File: src/rtl/touch_adc_pkg.sv
package touch_adc_pkg;

   // Power-mode field values (bits 1:0 of the command byte)
   typedef enum logic [1:0] {
      PWR_DOZE_PEN   = 2'b00,
      PWR_DOZE_QUIET = 2'b01,
      PWR_RSVD       = 2'b10,
      PWR_ON         = 2'b11
   } pwr_mode_t;

   // Command bits following the start bit, MSB first on the wire.
   // The field order is the wire order, so the received bits map directly.
   typedef struct packed {
      logic [2:0] chan;
      logic       short_res;
      logic       single_ref;
      pwr_mode_t  pwr;
   } cmd_t;

   localparam int CMD_BITS = $bits(cmd_t) + 1;

   typedef enum logic [1:0] {RX_HUNT, RX_BYTE, RX_GAP} rx_state_t;
   typedef enum logic [1:0] {TX_IDLE, TX_BUSY, TX_SHIFT} tx_state_t;

endpackage

File: src/rtl/tadc_edge_sync.sv
module tadc_edge_sync #(
   parameter int STAGES = 2
) (
   input  logic clk,
   input  logic rst_n,
   input  logic cs_n_in,
   input  logic sclk_in,
   input  logic din_in,
   output logic cs_act,
   output logic din_s,
   output logic rise,
   output logic fall
);
   logic [2:0] raw;
   logic [2:0] synced;
   logic       sclk_d;

   assign raw = {cs_n_in, sclk_in, din_in};

   generate
      if (STAGES == 0) begin : g_direct
         assign synced = raw;
      end else begin : g_chain
         logic [2:0] stg [STAGES];
         always_ff @(posedge clk or negedge rst_n) begin
            if (!rst_n) begin
               for (int i = 0; i < STAGES; i++) stg[i] <= 3'b100;
            end else begin
               stg[0] <= raw;
               for (int i = 1; i < STAGES; i++) stg[i] <= stg[i-1];
            end
         end
         assign synced = stg[STAGES-1];
      end
   endgenerate

   always_ff @(posedge clk or negedge rst_n) begin
      if (!rst_n) sclk_d <= 1'b0;
      else        sclk_d <= synced[1];
   end

   assign cs_act = ~synced[2];
   assign din_s  = synced[0];
   assign rise   = cs_act &  synced[1] & ~sclk_d;
   assign fall   = cs_act & ~synced[1] &  sclk_d;

endmodule

File: src/rtl/tadc_cmd_rx.sv
module tadc_cmd_rx
   import touch_adc_pkg::*;
#(
   parameter int FRAME_LONG  = 16,
   parameter int FRAME_SHORT = 12
) (
   input  logic clk,
   input  logic rst_n,
   input  logic cs_act,
   input  logic rise,
   input  logic din,
   output logic cmd_valid,
   output cmd_t cmd
);
   localparam int CNT_W = $clog2(FRAME_LONG + 1);

   rx_state_t        state;
   logic [CNT_W-1:0] cnt;
   logic [CNT_W-1:0] frame_len;
   logic [CMD_BITS-3:0] shreg;

   assign frame_len = cmd.short_res ? CNT_W'(FRAME_SHORT) : CNT_W'(FRAME_LONG);

   always_ff @(posedge clk or negedge rst_n) begin
      if (!rst_n) begin
         state     <= RX_HUNT;
         cnt       <= '0;
         shreg     <= '0;
         cmd       <= '0;
         cmd_valid <= 1'b0;
      end else begin
         cmd_valid <= 1'b0;
         if (!cs_act) begin
            state <= RX_HUNT;
            cnt   <= '0;
         end else if (rise) begin
            case (state)
               RX_HUNT: begin
                  if (din) begin
                     state <= RX_BYTE;
                     cnt   <= CNT_W'(1);
                  end
               end
               RX_BYTE: begin
                  shreg <= {shreg[CMD_BITS-4:0], din};
                  cnt   <= cnt + CNT_W'(1);
                  if (cnt == CNT_W'(CMD_BITS - 1)) begin
                     cmd       <= cmd_t'({shreg, din});
                     cmd_valid <= 1'b1;
                     state     <= RX_GAP;
                  end
               end
               default: begin
                  cnt <= cnt + CNT_W'(1);
                  if (cnt + CNT_W'(1) == frame_len) state <= RX_HUNT;
               end
            endcase
         end
      end
   end

endmodule

File: src/rtl/tadc_res_tx.sv
module tadc_res_tx
   import touch_adc_pkg::*;
#(
   parameter int SAMPLE_W = 12,
   parameter int SHORT_W  = 8
) (
   input  logic                clk,
   input  logic                rst_n,
   input  logic                cs_act,
   input  logic                fall,
   input  logic                start,
   input  logic                short_res,
   input  logic [SAMPLE_W-1:0] sample,
   output logic                busy,
   output logic                dout,
   output logic                conv_active
);
   localparam int LEFT_W = $clog2(SAMPLE_W + 1);
   localparam int PAD_W  = SAMPLE_W - SHORT_W;

   tx_state_t           state;
   logic                go;
   logic [SAMPLE_W-1:0] shreg;
   logic [LEFT_W-1:0]   left;

   always_ff @(posedge clk or negedge rst_n) begin
      if (!rst_n) begin
         state <= TX_IDLE;
         go    <= 1'b0;
         busy  <= 1'b0;
         dout  <= 1'b0;
         shreg <= '0;
         left  <= '0;
      end else if (!cs_act) begin
         state <= TX_IDLE;
         go    <= 1'b0;
         busy  <= 1'b0;
         dout  <= 1'b0;
         left  <= '0;
      end else begin
         if (start) go <= 1'b1;
         if (fall) begin
            if (go) begin
               go    <= 1'b0;
               state <= TX_BUSY;
               busy  <= 1'b1;
               dout  <= 1'b0;
               shreg <= short_res ? {sample[SAMPLE_W-1 -: SHORT_W], {PAD_W{1'b0}}} : sample;
               left  <= short_res ? LEFT_W'(SHORT_W) : LEFT_W'(SAMPLE_W);
            end else begin
               case (state)
                  TX_BUSY: begin
                     busy  <= 1'b0;
                     dout  <= shreg[SAMPLE_W-1];
                     shreg <= {shreg[SAMPLE_W-2:0], 1'b0};
                     left  <= left - LEFT_W'(1);
                     state <= TX_SHIFT;
                  end
                  TX_SHIFT: begin
                     if (left == '0) begin
                        dout  <= 1'b0;
                        state <= TX_IDLE;
                     end else begin
                        dout  <= shreg[SAMPLE_W-1];
                        shreg <= {shreg[SAMPLE_W-2:0], 1'b0};
                        left  <= left - LEFT_W'(1);
                     end
                  end
                  default: dout <= 1'b0;
               endcase
            end
         end
      end
   end

   assign conv_active = (state != TX_IDLE);

endmodule

File: src/rtl/tadc_pwr_ctl.sv
module tadc_pwr_ctl
   import touch_adc_pkg::*;
(
   input  logic      clk,
   input  logic      rst_n,
   input  logic      cmd_valid,
   input  pwr_mode_t pwr_mode,
   input  logic      single_ref,
   input  logic      conv_active,
   output logic      powered,
   output logic      penirq_en,
   output logic      yneg_sw,
   output logic      ratio_sw,
   output logic      rsvd_flag
);
   logic doze_pen;

   // Codes 1x keep the core up; the reserved code behaves like always-on.
   assign powered   = pwr_mode[1] | conv_active;
   assign doze_pen  = (pwr_mode == PWR_DOZE_PEN) & ~conv_active;
   assign penirq_en = doze_pen;
   assign yneg_sw   = doze_pen;
   assign ratio_sw  = conv_active & ~single_ref;

   always_ff @(posedge clk or negedge rst_n) begin
      if (!rst_n)                                   rsvd_flag <= 1'b0;
      else if (cmd_valid && pwr_mode == PWR_RSVD)   rsvd_flag <= 1'b1;
   end

endmodule

File: src/rtl/touch_adc_serial.sv
module touch_adc_serial
   import touch_adc_pkg::*;
#(
   parameter int SAMPLE_W    = 12,
   parameter int SHORT_W     = 8,
   parameter int FRAME_LONG  = 16,
   parameter int FRAME_SHORT = 12,
   parameter int SYNC_STAGES = 2
) (
   input  logic                clk,
   input  logic                rst_n,
   input  logic                cs_n,
   input  logic                sclk,
   input  logic                din,
   input  logic [SAMPLE_W-1:0] sample_in,
   output logic                dout,
   output logic                dout_oe,
   output logic                busy,
   output logic [2:0]          chan_sel,
   output logic                powered,
   output logic                penirq_en,
   output logic                yneg_sw,
   output logic                ratio_sw,
   output logic                rsvd_flag
);
   generate
      if (SAMPLE_W <= SHORT_W) begin : g_bad_width
         $error("SAMPLE_W must exceed SHORT_W");
      end
      if (FRAME_SHORT <= CMD_BITS || FRAME_LONG < FRAME_SHORT) begin : g_bad_frame
         $error("frame lengths must exceed the command length and be ordered");
      end
      if (SYNC_STAGES < 0 || SYNC_STAGES > 4) begin : g_bad_sync
         $error("SYNC_STAGES must be 0 to 4");
      end
   endgenerate

   logic cs_act;
   logic din_s;
   logic rise;
   logic fall;
   logic cmd_valid;
   logic conv_active;
   cmd_t cmd;

   tadc_edge_sync #(.STAGES(SYNC_STAGES)) u_sync (
      .clk     (clk),
      .rst_n   (rst_n),
      .cs_n_in (cs_n),
      .sclk_in (sclk),
      .din_in  (din),
      .cs_act  (cs_act),
      .din_s   (din_s),
      .rise    (rise),
      .fall    (fall)
   );

   tadc_cmd_rx #(.FRAME_LONG(FRAME_LONG), .FRAME_SHORT(FRAME_SHORT)) u_rx (
      .clk       (clk),
      .rst_n     (rst_n),
      .cs_act    (cs_act),
      .rise      (rise),
      .din       (din_s),
      .cmd_valid (cmd_valid),
      .cmd       (cmd)
   );

   tadc_res_tx #(.SAMPLE_W(SAMPLE_W), .SHORT_W(SHORT_W)) u_tx (
      .clk         (clk),
      .rst_n       (rst_n),
      .cs_act      (cs_act),
      .fall        (fall),
      .start       (cmd_valid),
      .short_res   (cmd.short_res),
      .sample      (sample_in),
      .busy        (busy),
      .dout        (dout),
      .conv_active (conv_active)
   );

   tadc_pwr_ctl u_pwr (
      .clk         (clk),
      .rst_n       (rst_n),
      .cmd_valid   (cmd_valid),
      .pwr_mode    (cmd.pwr),
      .single_ref  (cmd.single_ref),
      .conv_active (conv_active),
      .powered     (powered),
      .penirq_en   (penirq_en),
      .yneg_sw     (yneg_sw),
      .ratio_sw    (ratio_sw),
      .rsvd_flag   (rsvd_flag)
   );

   assign dout_oe  = cs_act;
   assign chan_sel = cmd.chan;

endmodule

File: config.mk
export PLATFORM = sky130hd
export DESIGN_NAME = touch_adc_serial
export DESIGN_NICKNAME = d
export VERILOG_FILES = /design/src/rtl/touch_adc_pkg.sv /design/src/rtl/tadc_edge_sync.sv /design/src/rtl/tadc_cmd_rx.sv /design/src/rtl/tadc_res_tx.sv /design/src/rtl/tadc_pwr_ctl.sv /design/src/rtl/touch_adc_serial.sv
export SDC_FILE = /design/constraint.sdc
export NUM_CORES = 1
export LEC_CHECK = 0
export BUFFER_PORTS_ARGS = -buffer_cell sky130_fd_sc_hd__buf_4
export CORE_ASPECT_RATIO = 1.25
export CORE_MARGIN = 4
export CORE_UTILIZATION = 45
export DETAILED_ROUTE_END_ITERATION = 8
export PLACE_DENSITY_LB_ADDON = 0.12
export SLEW_MARGIN = 40
export SYNTH_ARGS = -nofsm -noshare
export SYNTH_HDL_FRONTEND = slang
export SYNTH_SLANG_ARGS = --single-unit
File: constraint.sdc
create_clock -name clk -period 2.1 [get_ports clk]
set_input_delay 0.105 -clock clk [delete_from_list [all_inputs] [get_ports clk]]
set_output_delay 0.105 -clock clk [all_outputs]
set_load 0.005 [all_outputs]
==> impl_results.md <==
* RD Place Congestion at 0.833
* Largest net degree at the start of global routing at 51
* Max_slew headroom at 58.9%
* Period utilisation layout at 85.5%
* LEAKAGE at 0.00126 uW
* Data required time of the critical path at 2.29 ns
* Final setup violation count at 0
* Clock Tree Root: clkbuf_8
* CP Cell Sequence: ha_1 -> nand3_1 -> and2b_1 -> mux2_2
* Die ar. at 6530 sq um
* Nets at 270
* Pre-CTS setup slack at 0.327 ns
* Slew @ Worst Pin at 0.617 ns
* Post-Syn Nets at 239
* Worst skew pair latency at 0.30 ns
* Final hold vios at 0
* Slowest stage cell, crit path: dfrtp_1
* GRT Util Overall at 14.2%
* Row cnt at 29
* Flop2flop setup slack at 0.30 ns
* ANT cells at 0
* Die width at 73.1 um
* Height of the chip at 89.4 um
* Vias per cell at 5.28
* Most area-hungry cell type in the Yosys netlist: dfrtp_1
* Clock skew after layout at 0.00941 ns
* Mapped Area at 2380 sq um
* CTS tree: yes
* Crit path time final at 1.80 ns
* Sequential-to-total area share from yosys stat at 52.6%
* Crit path DAT at 1.99 ns
* Commonest non-fill, non-tap cell in the layout: dfrtp_1
* Yosys reg bits at 50
* Crit path kind: register to register
* First DRT Iteration DRCs at 70
* Yosys top cell area share at 50.4%
* Max H-tree Level at 2
* Fmax at 0.557 GHz
* Synth area leaders: dfrtp_1, mux2_2, o21ai_0
* Area grow syn2layout at 15.9%
* Max-cap violation count at 0
* Fill cells at 460
* Crit path buf inv count at 0
* Final instance area at 2760 sq um
* Crit path largest cell delay at 0.43 ns
* Worst vdd ir at 396 uV
* Vias in the first global route at 1549
* IO Pins at 28
* Min-Delay Path Class: input port to register
* Setup_tns at 0 ns
* First-pass GRT wire length at 7250 um
* Startpoint Class: register
* Power per Cell Area at 619 nW/um^2
* Port Buffer Count at 27
* Fin Hold WS at 0.0683 ns
* Max FO, Critical Path at 8
* Gates resized, CTS repair at 0
* RSZ-0062 raised after global routing: no
* DRT Wirelength at 4250 um
* Initial antenna violation count at 0
* Share of post-route cells with drive strength above 1 at 25.0%
* DR DRC count at 0
* Count of different cell masters after synthesis at 46
* Total CTS buffers at 5
* Antenna-violating nets left at 0
* Final worst slack at 0.305 ns
* Core area at 5120 sq um
* Crit path max-delay family: simple AND/OR/NAND/NOR gates
* Detailed Place HPWL at 3000 um
* Buffer depth of the longest clock path at 2
* Status: complete, no violations
* Total grt overflow at 0
* Most frequent cells in the layout: dfrtp_1, buf_4, nand2_1
* First-pass iteration count of the detailed router at 4
* Syn. warnings at 0
* Effective utilization at floorplan at 46.6%
* Via count at 1637
* CTS Sinks at 50
* Dpl cell area at 2620 sq um
* Worst Setup End Kind: register
* Routed wire per std cell at 13.7 um
* Clock-pin slew on the worst setup and hold paths at 0.10 ns
* Pins over their slew limit at 0
* Avg Cell Area, Syn at 11.0 sq um
* Synth Instances at 216
[worst min-delay path, cell delays in order]
cell	delay, ns
buf_4	0.11
nand2_1	0.05
o21ai_0	0.07
[cell type report]
| type | instances | area (sq um) | area share, % |
|---|---|---|---|
| Clock buffer | 5 | 68.8 | 2.49 |
| Clock inverter | 3 | 28.8 | 1.04 |
| Inverter | 9 | 33.8 | 1.22 |
| Multi-Input combinational cell | 145 | 1020 | 36.9 |
| Sequential cell | 50 | 1250 | 45.4 |
| Tap cell | 62 | 77.6 | 2.81 |
| Timing Repair Buffer | 36 | 280 | 10.1 |
[cells in the mapped netlist, drive strengths merged]
cell and n:
a21boi 1, a21oi 11, a22o 3, a22oi 3, a311o 2, a31o 1, a31oi 1, a32oi 3
and2b 2, and4b 1, and4bb 1, buf 11, clkbuf 1, dfrtp 48, dfstp 2, ha 6
inv 9, mux2 13, mux2i 9, nand2 24, nand2b 5, nand3 5, nand4bb 1, nor2 7
nor2b 1, nor3 6, nor3b 1, nor4 3, nor4bb 1, o211a 1, o211ai 1, o21a 2
o21ai 21, o311ai 1, o32ai 1, or3 2, or3b 1, or4 2, xnor2 2
[power breakdown]
part | switching [uW] | total [uW] | internal, uW
Sequential | 24.6 | 1010 | 990
Clock | 343 | 592 | 250
Combinational | 51.5 | 104 | 52.4
[timing repair]
| item | CTS | global route |
|---|---|---|
| buffers inserted | 0 | 0 |
| endpoints found under the hold margin | 51 | 0 |
| hold buffers | 4 | 0 |
[state kept, by name, summed over array words and instances, names as in the netlist, 2 cells and up]
name                flops
u_sync.g_chain.stg      3
u_rx.cmd                7
u_sync.synced           3
u_tx.shreg             12
u_rx.cnt                5
u_rx.shreg              6
u_rx.state              2
u_tx.state              2
u_tx.left               4
[path summary, 6_finish.rpt]
kind                       cells past startpoint                to             startpoint
max in group asynchronous                      2     u_tx.shreg[4]                  rst_n
min in group asynchronous                      2       u_rx.cnt[2]                  rst_n
max reg2reg                                    4       u_rx.cmd[6]            u_rx.cnt[0]
min                                            3     u_tx.shreg[0]           sample_in[0]
min reg2reg                                    0  u_sync.synced[0]  u_sync.g_chain.stg[3]
max                                            4       u_rx.cmd[6]            u_rx.cnt[0]
[routing by layer]
metal / share of wire (%) / track usage, % / up-vias
met5: 0 / 0 / -
met4: 1.2 / 4.53 / 0
met3: 3.3 / 3.37 / 4
met2: 48 / 22.8 / 32
met1: 47 / 19.0 / 767
li1: - / - / 834
[kinds of logic (layout without fill, tap and decap cells)]
kind of cell | count (synthesis) | in the layout | share of synthesized area, %
compound gates | 52 | 52 | 14.1
mux | 22 | 22 | 9.93
xor+xnor | 2 | 2 | 0.735
fa+ha+maj | 6 | 6 | 3.15
buf+inv | 21 | 53 | 4.62
flops | 50 | 50 | 52.6
simple gates | 63 | 63 | 14.9
[per-stage QoR]
step / utilization [%] / total power, uW / cells
detailed placement: 51.3 / 1130 / 298
global placement: 51.3 / 1140 / 298
floorplan: - / 1070 / 216
finish: 54.0 / 1710 / 310
CTS: 54.0 / 1740 / 310
global route: 54.0 / 1790 / 310
Power figures use the tool's default switching activity.
